## src/rtl/vpt_pkg.sv

```systemverilog
package vpt_pkg;
  typedef enum logic {
    LK_HUNT = 1'b0,
    LK_HELD = 1'b1
  } lock_st_t;

  localparam int unsigned DEF_SYNC_STAGES = 2;
endpackage

```

## src/rtl/vpt_edge_sync.sv

```systemverilog
module vpt_edge_sync #(
  parameter int STAGES = 2
) (
  input  logic clk,
  input  logic rst,
  input  logic async_i,
  output logic rise_o
);
  logic [STAGES-1:0] chain_q;
  logic              last_q;

  for (genvar i = 0; i < STAGES; i++) begin : g_stage
    if (i == 0) begin : g_first
      always_ff @(posedge clk) begin
        if (rst) chain_q[0] <= 1'b0;
        else     chain_q[0] <= async_i;
      end
    end else begin : g_next
      always_ff @(posedge clk) begin
        if (rst) chain_q[i] <= 1'b0;
        else     chain_q[i] <= chain_q[i-1];
      end
    end
  end

  always_ff @(posedge clk) begin
    if (rst) last_q <= 1'b0;
    else     last_q <= chain_q[STAGES-1];
  end

  assign rise_o = chain_q[STAGES-1] & ~last_q;

  // a rising edge is reported for exactly one cycle
  p_single_pulse_r1: assert property (@(posedge clk) disable iff (rst)
    rise_o |=> !rise_o);
endmodule

```

## src/rtl/vpt_phase_meas.sv

```systemverilog
module vpt_phase_meas #(
  parameter int CNT_W = 22,
  parameter int OFS_W = 21,
  localparam int RAW_W = CNT_W + 2
) (
  input  logic                    clk,
  input  logic                    rst,
  input  logic                    en,
  input  logic                    m_rise,
  input  logic                    o_rise,
  input  logic [OFS_W-1:0]        ofs_i,
  output logic signed [RAW_W-1:0] err_o,
  output logic                    err_vld_o,
  output logic                    lost_o
);
  localparam logic [CNT_W-1:0] CNT_MAX = '1;

  logic [CNT_W-1:0] per_cnt_q, period_q, ph_cnt_q, ph_cap_q;
  logic             have_edge_q, per_ok_q, ph_run_q, ph_seen_q;

  logic signed [RAW_W-1:0] raw_s, per_s, half_s, wrap_s;
  logic                    silent_long;

  always_comb begin
    raw_s  = $signed({2'b00, ph_cap_q}) - $signed({{(RAW_W-OFS_W){1'b0}}, ofs_i});
    per_s  = $signed({2'b00, per_cnt_q});
    half_s = $signed({3'b000, per_cnt_q[CNT_W-1:1]});
    if (raw_s >= half_s)              wrap_s = raw_s - per_s;
    else if (raw_s < half_s - per_s)  wrap_s = raw_s + per_s;
    else                              wrap_s = raw_s;
  end

  assign silent_long = per_ok_q && ({1'b0, per_cnt_q} > {period_q, 1'b0});

  always_ff @(posedge clk) begin
    if (rst || !en) begin
      per_cnt_q   <= '0;
      period_q    <= '0;
      ph_cnt_q    <= '0;
      ph_cap_q    <= '0;
      have_edge_q <= 1'b0;
      per_ok_q    <= 1'b0;
      ph_run_q    <= 1'b0;
      ph_seen_q   <= 1'b0;
      err_o       <= '0;
      err_vld_o   <= 1'b0;
      lost_o      <= 1'b0;
    end else begin
      err_vld_o <= 1'b0;
      lost_o    <= 1'b0;

      if (m_rise)                    per_cnt_q <= CNT_W'(1);
      else if (per_cnt_q != CNT_MAX) per_cnt_q <= per_cnt_q + 1'b1;

      if (m_rise) begin
        have_edge_q <= 1'b1;
        if (have_edge_q) begin
          period_q <= per_cnt_q;
          per_ok_q <= 1'b1;
          if (ph_seen_q) begin
            err_o     <= wrap_s;
            err_vld_o <= 1'b1;
          end
        end
        ph_cnt_q <= CNT_W'(1);
        if (o_rise) begin
          ph_cap_q  <= '0;
          ph_seen_q <= 1'b1;
          ph_run_q  <= 1'b0;
        end else begin
          ph_seen_q <= 1'b0;
          ph_run_q  <= 1'b1;
        end
      end else if (silent_long) begin
        lost_o      <= 1'b1;
        have_edge_q <= 1'b0;
        per_ok_q    <= 1'b0;
        ph_run_q    <= 1'b0;
        ph_seen_q   <= 1'b0;
      end else if (ph_run_q) begin
        if (o_rise) begin
          ph_cap_q  <= ph_cnt_q;
          ph_seen_q <= 1'b1;
          ph_run_q  <= 1'b0;
        end else if (ph_cnt_q != CNT_MAX) begin
          ph_cnt_q <= ph_cnt_q + 1'b1;
        end
      end
    end
  end

  logic signed [RAW_W-1:0] chk_half, chk_per;
  always_comb begin
    chk_half = $signed({3'b000, period_q[CNT_W-1:1]});
    chk_per  = $signed({2'b00, period_q});
  end

  // reported error stays inside the folded range of the frame it reports
  p_err_in_range_r2: assert property (@(posedge clk) disable iff (rst)
    err_vld_o |-> (err_o < chk_half) && (err_o >= chk_half - chk_per));
  // a result appears only right after a master edge
  p_valid_after_edge_r4: assert property (@(posedge clk) disable iff (rst)
    err_vld_o |-> $past(m_rise));
  // a missing-master event never coincides with a master edge
  p_lost_quiet_r8: assert property (@(posedge clk) disable iff (rst)
    lost_o |-> !$past(m_rise));
endmodule

```

## src/rtl/vpt_lock_track.sv

```systemverilog
module vpt_lock_track
  import vpt_pkg::*;
#(
  parameter int ERR_W    = 24,
  parameter int WIN      = 2,
  parameter int LOCK_N   = 4,
  parameter int UNLOCK_N = 2,
  localparam int LC_W = $clog2(LOCK_N + 1),
  localparam int UC_W = $clog2(UNLOCK_N + 1)
) (
  input  logic                    clk,
  input  logic                    rst,
  input  logic                    en,
  input  logic signed [ERR_W-1:0] err_i,
  input  logic                    vld_i,
  input  logic                    lost_i,
  output logic signed [ERR_W-1:0] err_o,
  output logic                    err_vld_o,
  output logic                    adj_shorten_o,
  output logic                    adj_lengthen_o,
  output logic                    locked_o
);
  localparam logic signed [ERR_W-1:0] WIN_P = ERR_W'(WIN);
  localparam logic signed [ERR_W-1:0] WIN_N = -WIN_P;

  lock_st_t        st_q;
  logic [LC_W-1:0] in_run_q;
  logic [UC_W-1:0] out_run_q;
  logic            in_win;

  assign in_win = (err_i <= WIN_P) && (err_i >= WIN_N);

  always_ff @(posedge clk) begin
    if (rst || !en) begin
      st_q           <= LK_HUNT;
      in_run_q       <= '0;
      out_run_q      <= '0;
      err_o          <= '0;
      err_vld_o      <= 1'b0;
      adj_shorten_o  <= 1'b0;
      adj_lengthen_o <= 1'b0;
    end else begin
      err_vld_o      <= 1'b0;
      adj_shorten_o  <= 1'b0;
      adj_lengthen_o <= 1'b0;
      if (lost_i) begin
        st_q      <= LK_HUNT;
        in_run_q  <= '0;
        out_run_q <= '0;
      end else if (vld_i) begin
        err_o          <= err_i;
        err_vld_o      <= 1'b1;
        adj_shorten_o  <= err_i > WIN_P;
        adj_lengthen_o <= err_i < WIN_N;
        if (in_win) begin
          out_run_q <= '0;
          if (in_run_q == LC_W'(LOCK_N - 1)) st_q <= LK_HELD;
          else                               in_run_q <= in_run_q + 1'b1;
        end else begin
          in_run_q <= '0;
          if (out_run_q == UC_W'(UNLOCK_N - 1)) st_q <= LK_HUNT;
          else                                  out_run_q <= out_run_q + 1'b1;
        end
      end
    end
  end

  assign locked_o = (st_q == LK_HELD);

  // never both requests at once
  p_adj_exclusive_r5: assert property (@(posedge clk) disable iff (rst)
    !(adj_shorten_o && adj_lengthen_o));
  // a request always travels with a reported error
  p_adj_with_valid_r5: assert property (@(posedge clk) disable iff (rst)
    (adj_shorten_o || adj_lengthen_o) |-> err_vld_o);
  // lock is gained only together with a reported error
  p_lock_rise_r6: assert property (@(posedge clk) disable iff (rst)
    $rose(locked_o) |-> err_vld_o);
  // lock is lost only on an error, a missing master or disable
  p_unlock_cause_r7: assert property (@(posedge clk) disable iff (rst)
    $fell(locked_o) |-> (err_vld_o || $past(lost_i) || $past(!en)));
  // missing master drops the lock
  p_lost_unlocks_r8: assert property (@(posedge clk) disable iff (rst)
    lost_i |=> !locked_o);
  // disabled tracker stays silent
  p_disable_quiet_r9: assert property (@(posedge clk) disable iff (rst)
    !en |=> (!locked_o && !err_vld_o && !adj_shorten_o && !adj_lengthen_o));
endmodule

```

## src/rtl/vsync_phase_tracker.sv

```systemverilog
module vsync_phase_tracker
  import vpt_pkg::*;
#(
  parameter int CNT_W       = 22,
  parameter int OFS_W       = 21,
  parameter int SYNC_STAGES = DEF_SYNC_STAGES,
  parameter int WIN         = 2,
  parameter int LOCK_N      = 4,
  parameter int UNLOCK_N    = 2,
  localparam int ERR_W      = CNT_W + 2
) (
  input  logic                    clk,
  input  logic                    rst,
  input  logic                    en,
  input  logic                    master_vs,
  input  logic                    out_vs,
  input  logic [OFS_W-1:0]        track_ofs,
  output logic signed [ERR_W-1:0] err,
  output logic                    err_valid,
  output logic                    adj_shorten,
  output logic                    adj_lengthen,
  output logic                    locked
);
  localparam int CH_M = 0;
  localparam int CH_O = 1;

  logic [1:0]              vs_raw, vs_rise;
  logic signed [ERR_W-1:0] meas_err;
  logic                    meas_vld, meas_lost;

  assign vs_raw = {out_vs, master_vs};

  for (genvar ch = 0; ch < 2; ch++) begin : g_sync
    vpt_edge_sync #(.STAGES(SYNC_STAGES)) u_sync (
      .clk     (clk),
      .rst     (rst),
      .async_i (vs_raw[ch]),
      .rise_o  (vs_rise[ch])
    );
  end

  vpt_phase_meas #(.CNT_W(CNT_W), .OFS_W(OFS_W)) u_meas (
    .clk       (clk),
    .rst       (rst),
    .en        (en),
    .m_rise    (vs_rise[CH_M]),
    .o_rise    (vs_rise[CH_O]),
    .ofs_i     (track_ofs),
    .err_o     (meas_err),
    .err_vld_o (meas_vld),
    .lost_o    (meas_lost)
  );

  vpt_lock_track #(
    .ERR_W(ERR_W), .WIN(WIN), .LOCK_N(LOCK_N), .UNLOCK_N(UNLOCK_N)
  ) u_lock (
    .clk            (clk),
    .rst            (rst),
    .en             (en),
    .err_i          (meas_err),
    .vld_i          (meas_vld),
    .lost_i         (meas_lost),
    .err_o          (err),
    .err_vld_o      (err_valid),
    .adj_shorten_o  (adj_shorten),
    .adj_lengthen_o (adj_lengthen),
    .locked_o       (locked)
  );

  // valid strobe is a single-cycle pulse
  p_valid_pulse_r4: assert property (@(posedge clk) disable iff (rst)
    err_valid |=> !err_valid);
endmodule

```

## config.mk

```make
export PLATFORM = sky130hd
export DESIGN_NAME = vsync_phase_tracker
export DESIGN_NICKNAME = d
export VERILOG_FILES = /design/src/rtl/vpt_pkg.sv /design/src/rtl/vpt_edge_sync.sv /design/src/rtl/vpt_phase_meas.sv /design/src/rtl/vpt_lock_track.sv /design/src/rtl/vsync_phase_tracker.sv
export SDC_FILE = /design/constraint.sdc
export NUM_CORES = 1
export LEC_CHECK = 0
export BUFFER_PORTS_ARGS = -buffer_cell sky130_fd_sc_hd__buf_2
export CORE_ASPECT_RATIO = 1.4
export CORE_UTILIZATION = 55
export CTS_BUF_LIST = sky130_fd_sc_hd__clkbuf_4
export DETAILED_ROUTE_END_ITERATION = 10
export GPL_TIMING_DRIVEN = 1
export PLACE_DENSITY = 0.73
export SLEW_MARGIN = 5
export SYNTH_ARGS = -nofsm -noshare
export SYNTH_HDL_FRONTEND = slang
export SYNTH_HIERARCHICAL = 1
export SYNTH_SLANG_ARGS = --single-unit
```

## constraint.sdc

```tcl
create_clock -name clk -period 11.91 [get_ports clk]
set_clock_uncertainty 0.2 [all_clocks]
set_input_delay 2.382 -clock clk [delete_from_list [all_inputs] [get_ports clk]]
set_output_delay 2.382 -clock clk [all_outputs]
set_load 0.05 [all_outputs]
```

## Word level (Yosys, flattened, before mapping)

Index checks and enable logic that the tools add are counted.

- Flip-flop bits (word level): 157
- Bits in latches: 0
- Memory bits (writable): 0
- ROM bits: 0
- Input bits: 26
- Output and inout bits: 28
- Word-level logic and storage cells: 124
- Memories kept: 0

- $add $sub $neg: 8
- Multiply operators: 0
- Divide/modulo/power cells: 0
- Order comparisons: 7
- Equal/unequal tests: 10
- Shift operators: 0
- Mux-type cells: 37
- Bitwise logic cells: 10
- Reduce and logical (&&, ||, !) cells: 26

Operators by type and width:

| cell | count |
|---|---|
| 2-to-1 mux 22 bit | 5 |
| 2-to-1 mux 24 bit | 2 |
| adder 22 x 1 -> 22 bit (second input constant) | 2 |
| inequality test 22 bit (second input constant) | 2 |
| 2-to-1 mux 1 bit | 26 |
| adder 23 x 23 -> 24 bit | 1 |
| greater-or-equal comparator 24 x 2 -> 1 bit (second input constant) | 1 |
| greater-than comparator 24 x 3 -> 1 bit (second input constant) | 1 |
| less-or-equal comparator 24 x 3 -> 1 bit (second input constant) | 1 |
| < comparator 24 x 2 -> 1 bit (second input constant) | 1 |
| subtractor 23 x 23 -> 24 bit | 1 |
| greater-or-equal comparator 23 x 22 -> 1 bit | 1 |
| greater-than comparator 22 x 23 -> 1 bit | 1 |
| < comparator 23 bit | 1 |
| subtractor 21 x 22 -> 23 bit | 1 |
| subtractor 22 x 21 -> 23 bit | 1 |
| AND reduction 2 bit | 6 |
| nonzero test 2 bit | 5 |
| AND reduction 3 bit | 3 |
| inequality test 2 bit (second input constant) | 4 |
| NOT 1 bit | 8 |
| AND reduction 4 bit | 2 |
| 2-to-1 mux 3 bit | 2 |
| nonzero test 3 bit | 2 |
| other kinds (12) | 18 |

## Logic depth before layout (Yosys ltp)

- Depth in word-level cells: 6
- Mapped depth: 25
- Mapped depth without buffers: 24

## By module

Netlist, hierarchy kept.

Modules (own cells, without submodules):

| module | instances | cells each | area each (µm²) | sequential area each (µm²) |
|---|---|---|---|---|
| vpt_phase_meas | 1 | 1,407 | 10,874.2 | 2,362.3 |
| vpt_lock_track | 1 | 175 | 1,373.8 | 660.6 |
| vpt_edge_sync | 2 | 7 | 87.6 | 60.1 |

## Least setup slack after synthesis

No wires, ideal clock.

- Kind: input port to flip-flop
- From: input port track_ofs[0]
- To: register u_meas.err_o[1]
- Setup time: 117 ps
- Arrival: 6,253 ps
- Data required time: 11,593 ps
- Slack: 5,341 ps
- Stages on the path: 22
- Buffers on the path: 1
- Cell sequence: ha_1 -> inv_1 -> fa_1 -> a211oi_1 -> o211ai_1 -> a41oi_2 -> nor2b_1 -> nor2_1 -> nor2_1 -> nor2_1 -> xnor2_1 -> ha_1 -> nand4_1 -> o21bai_1 -> o311a_1 -> a222oi_1 -> o21ai_1 -> a22oi_4 -> buf_6 -> mux2i_1 -> o21ai_1 -> a22o_1

- Cells in the longest elaborated chain, start to end: 4
- Elaborated cells on any way between the ends: 7
- Those cells by class: 3 x add/sub; 2 x order compare; 2 x mux

RTL lines:

| item | RTL line | source |
|---|---|---|
| from (decl) | vsync_phase_tracker.sv:17 | `input logic [OFS_W-1:0] track_ofs,` |
| subtractor 22 x 21 -> 23 bit (*) | vpt_phase_meas.sv:25 | `raw_s = $signed({2'b00, ph_cap_q}) - $signed({{(RAW_W-OFS_W){1'b0}}, ofs_i});` |
| adder 23 x 23 -> 24 bit / < comparator 23 bit (equally long branches) | vpt_phase_meas.sv:29 | `else if (raw_s < half_s - per_s) wrap_s = raw_s + per_s;` |
| 2-to-1 mux 24 bit | vpt_phase_meas.sv:29 |  |
| 2-to-1 mux 24 bit (*) | vpt_phase_meas.sv:28 | `if (raw_s >= half_s) wrap_s = raw_s - per_s;` |
| to (signal assigned) | vpt_phase_meas.sv:61 | `err_o <= wrap_s;` |
| to (decl) | vpt_phase_meas.sv:12 | `output logic signed [RAW_W-1:0] err_o,` |

Every way passes the cells marked *; elsewhere a longest branch is shown, timed or not.
A chain may end at the register's enable or synchronous reset.

## Worst setup path in the final report

- From: input port track_ofs[0]
- To: register u_meas.err_o[2]

Same word-level chain as after synthesis.

==> results.yml <==
outcome:
  outcome: "finished, final reports clean"
pwr:
  ir_drop_v: 0.00005340
  sw_frac_of_total_pct: 32.13
  intPower_w: 0.0007031
  p_comb_share_pct: 17.7
  power_w: 0.001036
  leakagePower_nw: 5.570
  switchingPower_w: 0.0003328
  power_frac_clock_pct: 31.4
  seq_power_share_pct: 51.0
  p_per_area_nw_per_um2: 78.79
sta:
  maxSlewHeadroom_pct: 16.35
  fmax_mhz: 138.0
  setup_viol: 0
  rsz0062_at_grt: "false"
  hold_viol: 0
  finalMaxSlewViolations: 0
  min_period_ps: 7245
  worstMarginPinSlew_ps: 1253
  tns_ps: 0
  fin_crit_sh_pct: 60.83
synth:
  syn-num-nets: 1801
  ys.warnings.count: 6
  synth_top_cell_by_area: "dfxtp_1"
  avgSynthCellArea_um2: 7.784
  synthTopCellsByArea: "dfxtp_1 (25%), ha_1 (18%), nand2_1 (6.0%), a21oi_1 (5.6%), xnor2_1 (4.9%)"
  synth_top_area_share_pct: 25.30
  synth_ff_type: "dfxtp_1"
  synth_edf_count: 0
  synth_seq_cells: 157
  async_flop_share_pct: 0
  synth_cell_types: 82
  synth_cells: 1596
  synth_area_um2: 12420
  synth_seq_area_share_pct: 25.30
critical_path:
  path_class: "in -> reg"
  reg2reg_depth: 22
  slowest_delay_ps: 620
  critPathLaunchType: "primary input"
  crit_top_cell: "nor2_1"
  cp-end-kind: "flop"
  rr_startpoint: "u_meas/ph_cap_q[0]$_SDFFE_PP0P_"
  slowest_stage: "a22oi_4"
  cp.required_ps: 12190
  timing.rr.end: "u_meas/err_o[2]$_SDFFE_PP0P_"
  critPathMaxFanout: 18
  regToRegSetupSlack_ps: 6130
  crit_chain: "buf_2, ha_1, inv_1, fa_1, a211oi_1, o211ai_1, a41oi_2, nor2b_1, nor2_1, nor2_1, nor2_1, xnor2_1, ha_1, nand4_1, o21bai_1, o311a_1, a222oi_1, o21ai_1, a22oi_4, nand2_2, and3_1, o41ai_2"
  crit_start: "track_ofs[0]"
  critPathArrivalTime_ps: 7530
die:
  io_pins: 54
  rows: 64
  die_y_um: 179.8
  core_um2: 22020
  die_area_um2: 23200
  die_x_um: 129.0
  start_util_pct: 56.41
drt:
  routed_wl_um: 34260
  routed_via_density: 6.001
  vias: 11550
  wire_per_inst_um: 17.81
  ant_nets: 0
  drc: 0
  drtIter0Drc: 710
  dr.pass1.iters: 6
min_path:
  worstHoldEndpoint: "g_sync[0].u_sync/chain_q[1]$_SDFF_PP0_"
  worstHoldStart: "g_sync[0].u_sync/chain_q[0]$_SDFF_PP0_"
  hold_depth: 1
  min_path_type: "reg -> reg"
clocking:
  cts_buffer_depth: 2
  cts.sinks: 157
  numCtsBuffers: 17
  cts-hold-fix-buffers: 0
  cts_root_buf: "clkbuf_4"
  cts-resized-gates: 0
  clk_pin_slew_ps: 160
  cts_tree: "built"
  clk_latency_ps: 590
  cts_setup_buffers: 0
  htree_levels: 4
layout:
  seq_area_um2: 3143
  syn2layout_area_growth_pct: 5.831
  post-route-cell-area_um2: 13150
  fillers: 2055
  fin_nets: 1818
  drive_gt1_share_pct: 6.888
  multi_input_area_um2: 8640
placed_design:
  place_area_um2: 12880
  gp_congestion: 0.9557
  hpwl_um: 27050
  portBuffers: 53
global_route:
  grt_first_pass_wirelength_um: 55570
  grt_start_max_net_pins: 46
  antenna_found_initial: 1
  grt-ovfl-total: 0
  track_usage_pct: 30.17
  grt_pass1_vias: 11150
run:
  cap_violations: 0
registers in the layout (all words and copies together), names as in the netlist, 2 cells and up:
name	count
u_meas/period_q	22
u_meas/ph_cnt_q	22
u_meas/per_cnt_q	22
g_sync.u_sync/chain_q	4
u_lock/in_run_q	3
u_meas/err_o	24
u_lock/out_run_q	2
g_sync.u_sync/last_q	2
u_meas/ph_cap_q	22
u_lock/err_o	24
layout by cell type, fill, tap and decap left out, drive strengths merged, types with 6 or more instances in the layout:
cell type,Yosys,final
nor3b,6,6
nor4,10,10
or3,12,12
a21oi,139,139
nand2b,21,21
nor3,33,33
a221oi,6,6
o21bai,8,8
o21ai,87,87
nand4,24,24
mux2i,14,14
and3,16,16
ha,175,175
and2,7,7
and4,6,6
dfxtp,157,157
nor2b,28,28
a31oi,18,18
o31ai,11,11
xor2,25,25
o211ai,13,13
xnor2,70,70
a211oi,11,11
a21o,44,44
inv,106,112
nand3,52,52
o22ai,6,6
nor2,126,126
buf,12,61
o21a,20,20
nand2,199,199
o311ai,6,6
clkbuf,51,18
synth_stat cells (all sizes together) (24+ instances only):
master / count
nand4: 24
xor2: 25
nor2: 126
nand2: 199
nor2b: 28
clkbuf: 51
nand3: 52
dfxtp: 157
o21ai: 87
ha: 175
a21oi: 139
a21o: 44
nor3: 33
inv: 106
xnor2: 70
cell families (layout without fill, tap and decap cells):
family,after synthesis,after routing,share of synthesized area [%]
other cells,0,1,0
mux,14,14,1.128
flops,157,157,25.30
compound gates,426,426,22.16
buf+inv,169,199,5.267
simple gates,556,556,21.12
xor+xnor,95,95,6.758
fa+ha+maj,179,179,18.27
routing by layer:
metal | GRT usage [%] | vias to the layer above | wire, um
li1 | - | 5671 | -
met1 | 33.44 | 5411 | 13890
met2 | 55.20 | 348 | 17430
met3 | 3.423 | 113 | 1211
met4 | 16.19 | 2 | 1722
met5 | 0 | - | 13
metrics by stage:
stage | utilization [%] | instances | worst slack (ps) | hold WS, ps
6_report | 59.70 | 1924 | 4665 | 256.6
4_1_cts | 59.69 | 1923 | 4809 | 258.7
3_5_place_dp | 58.48 | 1891 | 4201 | 225.8
5_1_grt | 59.70 | 1924 | 4348 | 264.0
3_3_place_gp | 58.48 | 1891 | 4274 | 218.6
2_1_floorplan | - | 1596 | 5341 | 213.8
power by group through the flow:
stage / clock network (W) / registers, W / logic [W]
floorplan: 0 / 0.000539 / 0.000132
global placement: 0 / 0.000540 / 0.000177
detailed placement: 0 / 0.000540 / 0.000179
CTS: 0.000334 / 0.000528 / 0.000179
global route: 0.000352 / 0.000529 / 0.000200
finish: 0.000325 / 0.000528 / 0.000183
critical path: cells and delay by family:
family,cells,cell delay (ps)
compound gates,9,2700
buf+inv,2,130
fa+ha+maj,3,970
simple gates,7,1110
xor+xnor,1,220
worst max path at each step:
stage,to,slack (ps),depth (start not counted)
floorplan,u_meas/err_o[1]$_SDFFE_PP0P_,5340,22
global placement,u_meas/err_o[2]$_SDFFE_PP0P_,4270,22
detailed placement,u_meas/err_o[2]$_SDFFE_PP0P_,4200,22
CTS,u_meas/err_o[2]$_SDFFE_PP0P_,4810,22
global route,u_meas/err_o[2]$_SDFFE_PP0P_,4350,22
finish,u_meas/err_o[2]$_SDFFE_PP0P_,4670,22
layout make-up:
type                            count  area share (%)
Sequential cell                   157           23.91
Antenna cell                        1         0.01903
Clock inverter                     14           1.009
Inverter                          106           3.026
Tap cell                          297           2.826
Multi-Input combinational cell   1270           65.71
Timing Repair Buffer               61           2.474
Clock buffer                       18           1.028
No activity file was read; power rests on OpenSTA's default activity.
